--- src/rtl/tlbinv_pkg.sv ---
package tlbinv_pkg;

    localparam int TAG_W = 16;

    typedef logic [TAG_W-1:0] tag_t;

    // All-ones tag: in the VM field it marks a first-stage-only entry,
    // in the address-space field a second-stage-only entry.
    localparam tag_t TAG_RESERVED = '1;

    typedef enum logic [2:0] {
        OP_INV_ASID   = 3'd1,
        OP_INV_S1     = 3'd2,
        OP_INV_VM     = 3'd3,
        OP_INV_GLOBAL = 3'd4
    } inv_op_e;

    // Selection rule handed from the decoder to every slot comparator.
    typedef struct packed {
        logic active;       // a legal command is present
        logic wipe_all;     // ignore the tags
        logic chk_asid;     // address-space tag must match
        logic chk_vmid;     // VM tag must match
        logic need_s1_asid; // address-space tag must be non-negative
        tag_t asid;
        tag_t vmid;
    } sel_t;

endpackage

--- src/rtl/tlbinv_decode.sv ---
module tlbinv_decode
    import tlbinv_pkg::*;
(
    input  logic       cmd_valid,
    input  logic [2:0] cmd_op,
    input  tag_t       cmd_asid,
    input  tag_t       cmd_vmid,
    input  logic       s1_ok,
    input  logic       s2_ok,
    output logic       legal,
    output sel_t       sel
);

    always_comb begin
        sel   = '0;
        legal = 1'b0;
        case (inv_op_e'(cmd_op))
            OP_INV_ASID: begin
                if (s1_ok) begin
                    legal        = 1'b1;
                    sel.chk_asid = 1'b1;
                    sel.asid     = cmd_asid;
                    sel.chk_vmid = 1'b1;
                    sel.vmid     = s2_ok ? cmd_vmid : TAG_RESERVED;
                end
            end
            OP_INV_S1: begin
                if (s1_ok) begin
                    legal = 1'b1;
                    if (s2_ok) begin
                        sel.chk_vmid     = 1'b1;
                        sel.vmid         = cmd_vmid;
                        sel.need_s1_asid = 1'b1;
                    end else begin
                        sel.wipe_all = 1'b1;
                    end
                end
            end
            OP_INV_VM: begin
                legal        = 1'b1;
                sel.chk_vmid = 1'b1;
                sel.vmid     = cmd_vmid;
            end
            OP_INV_GLOBAL: begin
                legal        = 1'b1;
                sel.wipe_all = 1'b1;
            end
            default: begin
                legal = 1'b0;
            end
        endcase
        sel.active = cmd_valid & legal;
    end

endmodule

--- src/rtl/tlbinv_match.sv ---
module tlbinv_match
    import tlbinv_pkg::*;
(
    input  logic ent_vld,
    input  tag_t ent_asid,
    input  tag_t ent_vmid,
    input  sel_t sel,
    output logic kill
);

    logic asid_ok;
    logic vmid_ok;
    logic stage_ok;

    always_comb begin
        asid_ok  = !sel.chk_asid || (ent_asid == sel.asid);
        vmid_ok  = !sel.chk_vmid || (ent_vmid == sel.vmid);
        stage_ok = !sel.need_s1_asid || !ent_asid[TAG_W-1];
        kill     = sel.active && ent_vld &&
                   (sel.wipe_all || (asid_ok && vmid_ok && stage_ok));
    end

endmodule

--- src/rtl/tlbinv_lookup.sv ---
module tlbinv_lookup
    import tlbinv_pkg::*;
#(
    parameter int ENTRIES = 8,
    parameter int PAGE_W  = 20,
    localparam int IDX_W  = (ENTRIES > 1) ? $clog2(ENTRIES) : 1
) (
    input  logic [ENTRIES-1:0]             vld,
    input  logic [ENTRIES-1:0][TAG_W-1:0]  asid,
    input  logic [ENTRIES-1:0][TAG_W-1:0]  vmid,
    input  logic [ENTRIES-1:0][PAGE_W-1:0] page,
    input  tag_t                           q_asid,
    input  tag_t                           q_vmid,
    input  logic [PAGE_W-1:0]              q_page,
    output logic                           hit,
    output logic [IDX_W-1:0]               idx
);

    logic [ENTRIES-1:0] hitv;

    for (genvar g = 0; g < ENTRIES; g++) begin : g_cmp
        assign hitv[g] = vld[g] && (asid[g] == q_asid) &&
                         (vmid[g] == q_vmid) && (page[g] == q_page);
    end

    // Scan downwards so the lowest matching slot is the one left.
    always_comb begin
        hit = 1'b0;
        idx = '0;
        for (int i = ENTRIES - 1; i >= 0; i--) begin
            if (hitv[i]) begin
                hit = 1'b1;
                idx = IDX_W'(i);
            end
        end
    end

endmodule

--- src/rtl/tlbinv_engine.sv ---
module tlbinv_engine
    import tlbinv_pkg::*;
#(
    parameter int ENTRIES = 8,
    parameter int PAGE_W  = 20,
    localparam int IDX_W  = (ENTRIES > 1) ? $clog2(ENTRIES) : 1
) (
    input  logic              clk,
    input  logic              rst_n,
    input  logic              cfg_s1_en,
    input  logic              cfg_s2_en,
    input  logic              cmd_valid,
    input  logic [2:0]        cmd_op,
    input  logic [TAG_W-1:0]  cmd_asid,
    input  logic [TAG_W-1:0]  cmd_vmid,
    input  logic              fill_valid,
    input  logic [IDX_W-1:0]  fill_idx,
    input  logic [TAG_W-1:0]  fill_asid,
    input  logic [TAG_W-1:0]  fill_vmid,
    input  logic [PAGE_W-1:0] fill_page,
    input  logic              lk_valid,
    input  logic [TAG_W-1:0]  lk_asid,
    input  logic [TAG_W-1:0]  lk_vmid,
    input  logic [PAGE_W-1:0] lk_page,
    output logic              lk_hit,
    output logic [IDX_W-1:0]  lk_idx,
    output logic              done,
    output logic              err
);

    typedef struct packed {
        logic [ENTRIES-1:0]             vld;
        logic [ENTRIES-1:0][TAG_W-1:0]  asid;
        logic [ENTRIES-1:0][TAG_W-1:0]  vmid;
        logic [ENTRIES-1:0][PAGE_W-1:0] page;
        logic                           done;
        logic                           err;
        logic                           hit;
        logic [IDX_W-1:0]               idx;
    } state_t;

    state_t st_d, st_q;

    sel_t               sel;
    logic               cmd_legal;
    logic [ENTRIES-1:0] kill;
    logic               lu_hit;
    logic [IDX_W-1:0]   lu_idx;

    tlbinv_decode u_dec (
        .cmd_valid (cmd_valid),
        .cmd_op    (cmd_op),
        .cmd_asid  (cmd_asid),
        .cmd_vmid  (cmd_vmid),
        .s1_ok     (cfg_s1_en),
        .s2_ok     (cfg_s2_en),
        .legal     (cmd_legal),
        .sel       (sel)
    );

    for (genvar g = 0; g < ENTRIES; g++) begin : g_slot
        tlbinv_match u_match (
            .ent_vld  (st_q.vld[g]),
            .ent_asid (st_q.asid[g]),
            .ent_vmid (st_q.vmid[g]),
            .sel      (sel),
            .kill     (kill[g])
        );
    end

    // Lookup reads the registered state, so it sees pre-invalidation tags.
    tlbinv_lookup #(
        .ENTRIES (ENTRIES),
        .PAGE_W  (PAGE_W)
    ) u_lookup (
        .vld    (st_q.vld),
        .asid   (st_q.asid),
        .vmid   (st_q.vmid),
        .page   (st_q.page),
        .q_asid (lk_asid),
        .q_vmid (lk_vmid),
        .q_page (lk_page),
        .hit    (lu_hit),
        .idx    (lu_idx)
    );

    always_comb begin
        st_d      = st_q;
        st_d.done = cmd_valid;
        st_d.err  = cmd_valid && !cmd_legal;
        st_d.hit  = lk_valid && lu_hit;
        st_d.idx  = (lk_valid && lu_hit) ? lu_idx : '0;
        for (int i = 0; i < ENTRIES; i++) begin
            if (kill[i]) begin
                st_d.vld[i] = 1'b0;
            end
            // Fill is applied after the clear so it wins on the same slot.
            if (fill_valid && (fill_idx == IDX_W'(i))) begin
                st_d.vld[i]  = 1'b1;
                st_d.asid[i] = fill_asid;
                st_d.vmid[i] = fill_vmid;
                st_d.page[i] = fill_page;
            end
        end
    end

    always_ff @(posedge clk or negedge rst_n) begin
        if (!rst_n) begin
            st_q <= '0;
        end else begin
            st_q <= st_d;
        end
    end

    assign lk_hit = st_q.hit;
    assign lk_idx = st_q.idx;
    assign done   = st_q.done;
    assign err    = st_q.err;

    AST_NO_S1_FLAGGED: assert property (@(posedge clk) disable iff (!rst_n)
        (cmd_valid && !cfg_s1_en && (cmd_op == OP_INV_ASID || cmd_op == OP_INV_S1))
        |=> (done && err)) else $error("first-stage command not flagged");

    AST_ILLEGAL_KEEPS: assert property (@(posedge clk) disable iff (!rst_n)
        (cmd_valid && !cmd_legal && !fill_valid) |=> (st_q.vld == $past(st_q.vld)))
        else $error("illegal command changed entries");

    AST_GLOBAL_EMPTY: assert property (@(posedge clk) disable iff (!rst_n)
        (cmd_valid && cmd_op == OP_INV_GLOBAL && !fill_valid) |=> (st_q.vld == '0))
        else $error("global invalidate left entries");

    AST_DONE_FOLLOWS: assert property (@(posedge clk) disable iff (!rst_n)
        done |-> $past(cmd_valid)) else $error("done without command");

    AST_HIT_FOLLOWS: assert property (@(posedge clk) disable iff (!rst_n)
        lk_hit |-> $past(lk_valid)) else $error("hit without lookup");

    AST_FILL_WINS: assert property (@(posedge clk) disable iff (!rst_n)
        fill_valid |=> st_q.vld[$past(fill_idx)]) else $error("fill lost");

    for (genvar g = 0; g < ENTRIES; g++) begin : g_chk
        AST_S2ONLY_KEPT: assert property (@(posedge clk) disable iff (!rst_n)
            (cmd_valid && cmd_op == OP_INV_S1 && cfg_s1_en && cfg_s2_en &&
             st_q.vld[g] && st_q.asid[g] == TAG_RESERVED) |=> st_q.vld[g])
            else $error("second-stage-only entry cleared");
    end

endmodule

--- config.mk ---
export PLATFORM = sky130hd
export DESIGN_NAME = tlbinv_engine
export DESIGN_NICKNAME = d
export VERILOG_FILES = /design/src/rtl/tlbinv_pkg.sv /design/src/rtl/tlbinv_decode.sv /design/src/rtl/tlbinv_match.sv /design/src/rtl/tlbinv_lookup.sv /design/src/rtl/tlbinv_engine.sv
export SDC_FILE = /design/constraint.sdc
export NUM_CORES = 1
export LEC_CHECK = 0
export BUFFER_PORTS_ARGS = -buffer_cell sky130_fd_sc_hd__buf_4
export CAP_MARGIN = 10
export CORE_UTILIZATION = 55
export DETAILED_ROUTE_END_ITERATION = 8
export MAX_ROUTING_LAYER = met4
export PLACE_DENSITY = 0.84
export SYNTH_ARGS = -nofsm -noshare
export SYNTH_HDL_FRONTEND = slang
export SYNTH_HIERARCHICAL = 1
export SYNTH_SLANG_ARGS = --single-unit
export TNS_END_PERCENT = 10
--- constraint.sdc ---
create_clock -name clk -period 3.4 [get_ports clk]
set_input_delay 0.17 -clock clk [delete_from_list [all_inputs] [get_ports clk]]
set_output_delay 0.17 -clock clk [all_outputs]
set_load 0.005 [all_outputs]
==> results of run 1 <==
cell families after synthesis:
group                     after synthesis  share of synthesized area [%]
xor gates and xnor gates              605                          21.51
DFF                                   430                          43.56
muxes                                 416                          18.96
and+or+nand+nor                       300                          7.536
buffers and inverters                 169                          3.870
AOI/OAI and AO/OA                     144                          4.564
layout make-up:
cell class | instances | area (um^2)
Inverter | 55 | 206.4
Tap cell | 592 | 740.7
Timing Repair Buffer | 304 | 2580
Clock buffer | 68 | 1388
Sequential cell | 430 | 10760
Clock inverter | 18 | 232.7
Fill cell | 3424 | 15240
Antenna cell | 10 | 25.02
Multi-Input combinational cell | 1465 | 13050
worst min-delay path: cells and delay by family:
kind	cells	cell delay (ns)
and+or+nand+nor	1	0.07
buffers and inverters	1	0.21
AOI/OAI and AO/OA	1	0.17
per-layer routing:
metal | wire length, um | global-route usage (%) | part of all wire (%)
met1 | 42510 | 64.38 | 40
met2 | 45500 | 67.54 | 43
met3 | 12040 | 12.25 | 11
met4 | 5474 | 21.32 | 5.2
met5 | 0 | - | 0
flip-flops by register name, indices dropped and copies added (netlist names):
| name | count |
|---|---|
| st_q | 424 |
| lk_idx | 3 |
| done | 1 |
| err | 1 |
| lk_hit | 1 |
synth_stat cells, drive strengths merged, types with 4 or more instances:
library cell  instances
o2bb2ai               9
nand3                22
nand4               121
a41o                  8
inv                  54
nor2                  9
and2                 26
and3                 14
buf                 111
a22oi                 9
o22ai                16
dfrtp               430
o21ai                 8
a22o                  5
nand2                18
a21o                  5
nand2b                8
a21oi                40
xnor2               442
a221oi                4
xor2                163
o221ai                8
nor3                  6
mux2                416
o41ai                18
nor4                 59
nor4bb                4
worst min-delay path by stage:
stage | slack [ns] | depth (start not counted) | to | startpoint
4_1_cts | 0.05 | 3 | err$_DFF_PN0_ | cmd_op[2]
3_3_place_gp | 0.21 | 1 | st_q[319]$_DFFE_PN0P_ | rst_n
3_5_place_dp | 0.21 | 1 | st_q[415]$_DFFE_PN0P_ | rst_n
2_1_floorplan | -0.13 | 0 | done$_DFF_PN0_ | rst_n
5_1_grt | 0.07 | 3 | err$_DFF_PN0_ | cmd_op[2]
6_report | 0.07 | 3 | err$_DFF_PN0_ | cmd_op[2]
per-stage QoR:
step / cell area, um^2 / instances / worst slack [ns] / hold slack, ns
after floorplan: 24700 / 2064 / 0.9578 / -0.1256
after global placement: 26780 / 2790 / 0.08685 / 0.2086
after detailed placement: 26780 / 2790 / 0.1624 / 0.2122
after CTS: 28960 / 2932 / 0.2763 / 0.05283
after global routing: 28980 / 2942 / 0.004658 / 0.06843
final: 28980 / 2942 / 0.07801 / 0.07347
power by group through the flow:
stage                     Sequential, mW  Clock [mW]  Combinational, mW
after floorplan                     7.18           0               3.07
after global placement              7.66           0               5.01
after detailed placement            7.72           0               5.06
after CTS                           7.64        5.44               5.16
after global routing                7.80        5.62               5.50
final                               7.72        5.44               5.37
==> impl_metrics.csv, run 1 <==
group,metric,value,unit
run_status,status,"finished clean",
power_and_ir_drop,cell_internal_pwr,11.84,mW
critical_path,critPathCaptureType,"flop",
logic_synthesis,synthArstFlopShare,100.0,%
sta,setup_violations,0,
critical_path,cp_slowest_stage_delay,0.56,ns
cts,numCtsBuffers,48,
place,portBuffers,154,
sta,slew_headroom,31.32,%
grt,grt_pass1_vias,19220,
detailed_routing,drcViolationCount,0,
critical_path,r2r_start,"st_q[10]$_DFFE_PN0P_",
critical_path,r2r_setup_slack,0.08,ns
cts,cts_resized,0,
critical_path,worstSetupEndpoint,"lk_idx[1]$_DFF_PN0_",
critical_path,cp-start-kind,"flop",
logic_synthesis,avgSynthCellArea,11.97,um^2
detailed_routing,avgRoutedWirePerCell,35.87,um
power_and_ir_drop,fin_total_pwr,18.53,mW
floorplanning,die_h,213.9,um
critical_path,r2r_cells,10,
worst_hold_path,hold_path_class,"in -> reg",
floorplanning,rows,77,
logic_synthesis,synth_top_area_share,43.56,%
grt,grt_max_degree,81,
sta,skew,0.02092,ns
logic_synthesis,ys_seq_elements,430,
cts,postCtsSetupBuffers,0,
power_and_ir_drop,comb_power_share,29.0,%
detailed_routing,viasPerCell,6.594,
critical_path,crit_top_cell,"nand4_1",
power_and_ir_drop,power_frac_seq,41.7,%
cts,clock_sinks,430,
place,dpl.hpwl,78800,um
logic_synthesis,synthesis.nets,2213,
critical_path,critPathSlowestCell,"o41ai_2",
critical_path,r2r-end,"lk_idx[1]$_DFF_PN0_",
logic_synthesis,yosysUniqueCellTypes,58,
final_layout,utilization,65.54,%
floorplanning,start_util,55.86,%
critical_path,arrival,3.86,ns
final_layout,final_cell_mix,"442 x xnor2_1, 430 x dfrtp_1, 407 x mux2_2, 235 x buf_4, 161 x xor2_1",
floorplanning,pin_count,155,
floorplanning,coreArea,0.04422,mm^2
power_and_ir_drop,p_leak,11.71,nW
final_layout,area_growth,17.32,%
cts,clk_latency,0.61,ns
floorplanning,die_x,213.9,um
detailed_routing,drt_iter0_drc,2735,
sta,hold_viol,0,
power_and_ir_drop,pwr-share-clk,29.3,%
power_and_ir_drop,p_sw_share,36.08,%
logic_synthesis,synth_edf_count,0,
logic_synthesis,ys.flop_type,"dfrtp_1",
sta,slew_viol_final,0,
cts,clockBufferDepth,3,
cts,hold_buffers,56,
critical_path,path_cells,"xor2_1 > nor4_1 > buf_4 > nand4_1 > nor4_2 > nand4_1 > o41ai_2 > nor2_1 > nand2_1 > and3_1",
job,max-cap-violations,0,
logic_synthesis,ys_warn_count,6,
cts,cts.clk_slew.worst_paths,0.06,ns
logic_synthesis,synth_cells,2064,
power_and_ir_drop,vdd_drop_max,0.4893,mV
critical_path,worstSetupStartpoint,"st_q[10]$_DFFE_PN0P_",
detailed_routing,vias,19400,
cts,clockRootBuffer,"clkbuf_16",
logic_synthesis,ys_seq_area_share,43.56,%
grt,globalRouteOverflowTotal,0,
critical_path,path_class,"reg -> reg",
power_and_ir_drop,switchingPower,6.684,mW
detailed_routing,routed_wl,105500,um
grt,antenna_found_initial,10,
sta,rsz0062_at_grt,"no",
sta,period_needed,3.322,ns
grt,grtUsageTotal,47.75,%
place,gp_congestion,1.111,
critical_path,critical_path.top_delay_family,"simple AND/OR/NAND/NOR gates",
critical_path,path_buf_inv,1,
final_layout,final_common_cell,"xnor2_1",
logic_synthesis,synthTopCellsByArea,"dfrtp_1 44%, mux2_2 19%, xnor2_1 16%",
sta,fin_crit_sh,97.71,%
detailed_routing,first_pass_iters,5,
logic_synthesis,yosysTopAreaCell,"dfrtp_1",
floorplanning,die-area,0.04577,mm^2
detailed_routing,ant_nets,0,
sta,fin_tns_setup,0,ns
cts,cts_max_level,2,
critical_path,critPathRequiredTime,3.93,ns
sta,max_freq,301.0,MHz
critical_path,path_max_fanout,4,
grt,grt_pass1_wl,149100,um
final_layout,drive_above_1_share,33.12,%
critical_path,path_depth,10,
sta,tightest_slew,1.030,ns
cts,cts_tree,"built",
final_layout,nets,2453,
logic_synthesis,synth_area,0.02470,mm^2
power_and_ir_drop,power_density,639.2,mW/mm^2
(Power assumes the default switching activity.)
==> run 2: changes to the inputs <==
HOLD_SLACK_MARGIN = 0.08   (was not set)
PLACE_DENSITY = 0.87   (was 0.84)
clock period = 2.74 ns   (was 3.4 ns; I/O delays follow)
==> impl_metrics.csv, run 2 (same netlist as run 1, synthesis figures left out) <==
group,metric,value,unit
cts,postCtsSetupBuffers,0,
sta,setup_violations,0,
grt,met1_usage,60.86,%
cts,cts.clk_slew.worst_paths,0.06,ns
grt,globalRouteOverflowTotal,0,
sta,slew_headroom,33.93,%
cts,clk_latency,0.61,ns
cts,clock_sinks,430,
sta,period_needed,2.678,ns
final_layout,final_common_cell,"xnor2_1",
final_layout,drive_above_1_share,36.97,%
place,gp_congestion,1.079,
run_status,status,"finished clean",
final_layout,final_cell_mix,"438 x xnor2_1, 430 x dfrtp_1, 407 x mux2_2, 346 x buf_4, 161 x xor2_1",
floorplanning,start_util,55.86,%
sta,hold_viol,0,
cts,clockRootBuffer,"clkbuf_16",
sta,max_freq,373.4,MHz
grt,grt_use_met2,66.97,%
worst_hold_path,hold_path_class,"in -> reg",
cts,clockBufferDepth,3,
floorplanning,die_h,213.9,um
final_layout,nets,2580,
sta,hold_ws,0.09672,ns
critical_path,cp_slowest_stage_delay,0.56,ns
floorplanning,rows,77,
critical_path,critPathCaptureType,"flop",
floorplanning,pin_count,155,
floorplanning,die_x,213.9,um
detailed_routing,avgRoutedWirePerCell,33.80,um
power_and_ir_drop,fin_total_pwr,23.26,mW
detailed_routing,first_pass_iters,5,
final_layout,top_register,"st_q",
detailed_routing,drcViolationCount,0,
sta,skew,0.02256,ns
critical_path,cp-start-kind,"flop",
sta,slew_viol_final,0,
final_layout,area_growth,22.25,%
grt,antenna_found_initial,8,
final_layout,largest_register_ffs,424,
critical_path,critPathSlowestCell,"or4_1",
critical_path,arrival,3.20,ns
grt,top_usage_layer,"met2",
detailed_routing,viasPerCell,6.526,
grt,grtUsageTotal,46.55,%
floorplanning,die-area,0.04577,mm^2
grt,grt_pass1_wl,146100,um
place,dpl.hpwl,78350,um
sta,tightest_slew,0.9782,ns
cts,cts_max_level,2,
critical_path,path_max_fanout,3,
place,portBuffers,154,
critical_path,path_class,"reg -> reg",
final_layout,fin_cells,3068,
grt,grt_pass1_vias,19670,
place,place_inst,2916,
power_and_ir_drop,vdd_drop_max,0.5564,mV
power_and_ir_drop,p_leak,12.43,nW
cts,cts_tree,"built",
detailed_routing,vias,20020,
power_and_ir_drop,power_density,770.3,mW/mm^2
critical_path,path_cells,"xnor2_1 > nand4_1 > nor4_1 > nand3_1 > or4_1 > buf_4 > o2bb2ai_1 > and3_1",
critical_path,critPathRequiredTime,3.26,ns
grt,grt_max_degree,82,
grt,grt_use_met3,12.81,%
detailed_routing,ant_nets,0,
sta,fin_crit_sh,97.74,%
detailed_routing,drt_iter0_drc,2554,
detailed_routing,routed_wl,103700,um
floorplanning,coreArea,0.04422,mm^2
cts,numCtsBuffers,48,
job,max-cap-violations,0,
sta,rsz0062_at_grt,"no",
==> run 2: routing by layer <==
layer  up-vias  share of wire (%)  wire (um)
met5         -                  0          0
met4         0                6.1       6327
met3       285                 12      12440
met2      1381                 43      44820
met1     10310                 39      40120
li1       8047                  -          -
==> run 2: layout make-up <==
type                            instances  area, um^2
Sequential cell                       430       10760
Inverter                               55       206.4
Tap cell                              592       740.7
Clock buffer                           67        1383
Multi-Input combinational cell       1465       13150
Timing Repair Buffer                  431        3724
Antenna cell                            9       22.52
Clock inverter                         19       211.5
Fill cell                            3199       14020
==> run 2: stage by stage <==
| step | setup slack, ns | setup TNS, ns | instance area (um^2) | utilization, % |
|---|---|---|---|---|
| 2_1_floorplan | 0.3308 | 0 | 24700 | - |
| 3_3_place_gp | -0.5325 | -2.334 | 27910 | 63.11 |
| 3_5_place_dp | -0.4359 | -2.031 | 27910 | 63.11 |
| 4_1_cts | 0.02248 | 0 | 30110 | 68.08 |
| 5_1_grt | 0.004957 | 0 | 30200 | 68.29 |
| 6_report | 0.06199 | 0 | 30200 | 68.29 |
==> run 2: path summary, 6_finish.rpt <==
kind / startpoint / end / slack [ns] / cells past startpoint
max: st_q[184]$_DFFE_PN0P_ / lk_idx[0]$_DFF_PN0_ / 0.06 / 8
max in group asynchronous: rst_n / st_q[16]$_DFFE_PN0P_ / 1.64 / 3
min: fill_idx[1] / st_q[316]$_DFFE_PN0P_ / 0.1 / 3
max reg2reg: st_q[184]$_DFFE_PN0P_ / lk_idx[0]$_DFF_PN0_ / 0.06 / 8
min in group asynchronous: rst_n / st_q[307]$_DFFE_PN0P_ / 0.15 / 2
min reg2reg: st_q[111]$_DFFE_PN0P_ / st_q[111]$_DFFE_PN0P_ / 0.52 / 1
==> run 2: where the power goes <==
group          switching (mW)  internal, mW  leakage, nW
combinational            3.83          3.40         6.47
sequential               1.71          7.76         5.17
clock                    2.75          3.81        0.795
==> run 2: worst max-delay path: cells and delay by family, from the launching register on <==
kind	cells	cell delay (ns)
and+or+nand+nor	5	1.47
DFF	1	0.41
xor gates and xnor gates	1	0.38
buffers and inverters	1	0.19
AOI/OAI and AO/OA	1	0.15
==> run 2: what timing repair did <==
item                                    CTS  global route
pin swaps                                 0             5
resized for setup                         4            10
hold buffers                             57             0
endpoints found under the hold margin   535             0
endpoints found under the setup margin    4             4
==> run 3: changes to the inputs <==
CORE_UTILIZATION = 50   (was 55)
PLACE_DENSITY = 0.81   (was 0.87)
==> impl_metrics.csv, run 3 (same netlist as run 1, synthesis figures left out) <==
group,metric,value,unit
run_status,status,"complete, but fails checks",
run_status,failed_checks,"setup timing",
place,place_inst,3069,
place,dpl.hpwl,84020,um
grt,grt_use_met3,10.18,%
critical_path,r2r-end,"lk_idx[0]$_DFF_PN0_",
grt,grt_use_met2,66.80,%
detailed_routing,drt_iter0_drc,2242,
cts,cts_tree,"built",
power_and_ir_drop,power_frac_seq,38.3,%
sta,period_needed,2.825,ns
floorplanning,pin_count,155,
power_and_ir_drop,cell_internal_pwr,15.76,mW
floorplanning,die_h,224.3,um
sta,rsz0062_at_grt,"yes",
cts,clock_sinks,430,
final_layout,final_cell_mix,"437 x xnor2_1, 429 x dfrtp_1, 420 x buf_4, 407 x mux2_2, 158 x xor2_1",
final_layout,area_growth,27.00,%
critical_path,arrival,3.37,ns
floorplanning,die_x,224.3,um
cts,cts.clk_slew.worst_paths,0.07,ns
sta,skew,0.02945,ns
cts,clockBufferDepth,3,
final_layout,nets,2669,
final_layout,fill_cells,3805,
power_and_ir_drop,vdd_drop_max,0.6150,mV
grt,grt_pass1_wl,152600,um
place,portBuffers,154,
sta,tightest_slew,0.9065,ns
final_layout,top_register,"st_q",
critical_path,worstSetupEndpoint,"lk_idx[0]$_DFF_PN0_",
power_and_ir_drop,comb_power_share,32.0,%
detailed_routing,drcViolationCount,0,
cts,clk_latency,0.64,ns
critical_path,path_cells,"xnor2_1 > nand4_1 > nor4_1 > nand3_1 > or4_1 > o41ai_4 > nor2_1 > nand2_1 > and3_1",
worst_hold_path,hold_path_class,"in -> async",
critical_path,critical_path.top_delay_family,"simple AND/OR/NAND/NOR gates",
critical_path,critPathRequiredTime,3.28,ns
sta,slew_headroom,39.35,%
power_and_ir_drop,p_sw_share,35.59,%
floorplanning,coreArea,0.04885,mm^2
sta,fin_crit_sh,103.1,%
grt,grt_max_degree,92,
power_and_ir_drop,power_density,779.9,mW/mm^2
sta,hold_viol,0,
critical_path,path_max_fanout,4,
detailed_routing,ant_nets,0,
final_layout,final_common_cell,"xnor2_1",
critical_path,r2r_cells,9,
final_layout,final_cell_area,0.03137,mm^2
place,gp_congestion,1.136,
critical_path,r2r_setup_slack,-0.09,ns
grt,met1_usage,61.34,%
floorplanning,die-area,0.05030,mm^2
power_and_ir_drop,p_leak,13.00,nW
detailed_routing,viasPerCell,6.160,
sta,setup_slack,-0.08537,ns
power_and_ir_drop,fin_total_pwr,24.47,mW
grt,top_usage_layer,"met2",
place,placed_cell_area,0.02872,mm^2
grt,grt_pass1_vias,19390,
cts,cts_max_level,2,
grt,globalRouteOverflowTotal,0,
power_and_ir_drop,pwr-share-clk,29.7,%
final_layout,largest_register_ffs,424,
critical_path,path_buf_inv,0,
final_layout,fin_cells,3232,
critical_path,worstSetupStartpoint,"st_q[40]$_DFFE_PN0P_",
floorplanning,start_util,50.57,%
cts,numCtsBuffers,49,
critical_path,critPathCaptureType,"flop",
final_layout,drive_above_1_share,39.73,%
critical_path,cp-start-kind,"flop",
final_layout,utilization,64.22,%
critical_path,path_class,"reg -> reg",
sta,slew_viol_final,0,
grt,grtUsageTotal,45.63,%
sta,setup_violations,4,
sta,hold_ws,0.1973,ns
place,dp_slack,-0.4976,ns
detailed_routing,vias,19910,
detailed_routing,routed_wl,111200,um
sta,max_freq,353.9,MHz
critical_path,r2r_start,"st_q[40]$_DFFE_PN0P_",
critical_path,cp_slowest_stage_delay,0.62,ns
critical_path,critPathSlowestCell,"xnor2_1",
power_and_ir_drop,switchingPower,8.708,mW
detailed_routing,avgRoutedWirePerCell,34.40,um
floorplanning,rows,81,
job,max-cap-violations,0,
critical_path,path_depth,9,
detailed_routing,first_pass_iters,5,
cts,clockRootBuffer,"clkbuf_16",
grt,antenna_found_initial,10,
sta,fin_tns_setup,-0.2790,ns
[run 3: changes by cell type in the layout (fill, tap and decap cells not counted), sizes merged]
| cell | before | now |
|---|---|---|
| clkinvlp | 0 | 1 |
| bufinv | 3 | 7 |
| clkbuf | 67 | 70 |
| diode | 9 | 8 |
| inv | 55 | 57 |
| dlygate4sd3 | 57 | 61 |
| clkinv | 16 | 11 |
| buf | 374 | 458 |
[run 3: layout make-up]
class / instances / area, um^2 / share of cell area (%)
multi-input cells: 1465 / 13250 / 42.22
flip-flops and latches: 430 / 10760 / 34.30
repair buffers: 519 / 4527 / 14.43
clock buffers: 70 / 1425 / 4.543
well taps: 664 / 830.8 / 2.648
clock inverters: 21 / 355.3 / 1.133
inverters: 55 / 206.4 / 0.6581
diodes: 8 / 20.02 / 0.06381
[run 3: tightest hold or removal path: cells and delay by family]
kind                   cells  cell delay, ns
buffers and inverters      3            1.04
[run 3: repair_timing]
action / CTS / global route
buffers inserted: 0 / 3
pin swaps: 3 / 17
hold buffers: 62 / 0
resized for setup: 7 / 22
hold endpoints to repair: 852 / 0
setup endpoints to repair: 4 / 8
[run 3: worst min path at each step]
| stage | from | endpoint | slack (ns) | cells past startpoint |
|---|---|---|---|---|
| 2_1_floorplan | rst_n | done$_DFF_PN0_ | -0.16 | 0 |
| 5_1_grt | rst_n | st_q[294]$_DFFE_PN0P_ | 0.22 | 3 |
| 3_5_place_dp | rst_n | st_q[308]$_DFFE_PN0P_ | 0.08 | 1 |
| 4_1_cts | rst_n | st_q[393]$_DFFE_PN0P_ | 0.18 | 3 |
| 3_3_place_gp | rst_n | st_q[342]$_DFFE_PN0P_ | 0.08 | 1 |
| 6_report | rst_n | st_q[393]$_DFFE_PN0P_ | 0.20 | 3 |
[run 3: metal layers]
metal,wire (um),vias up
li1,-,8208
met1,46310,10440
met2,49190,1085
met3,10790,181
met4,4892,0
met5,0,-
[run 3: power by group through the flow]
stage	combinational, mW	sequential [mW]	clock [mW]
2_1_floorplan	3.81	8.91	0
3_3_place_gp	7.28	9.30	0
3_5_place_dp	7.33	9.38	0
4_1_cts	7.49	9.29	7.29
5_1_grt	7.98	9.48	7.54
6_report	7.83	9.37	7.27
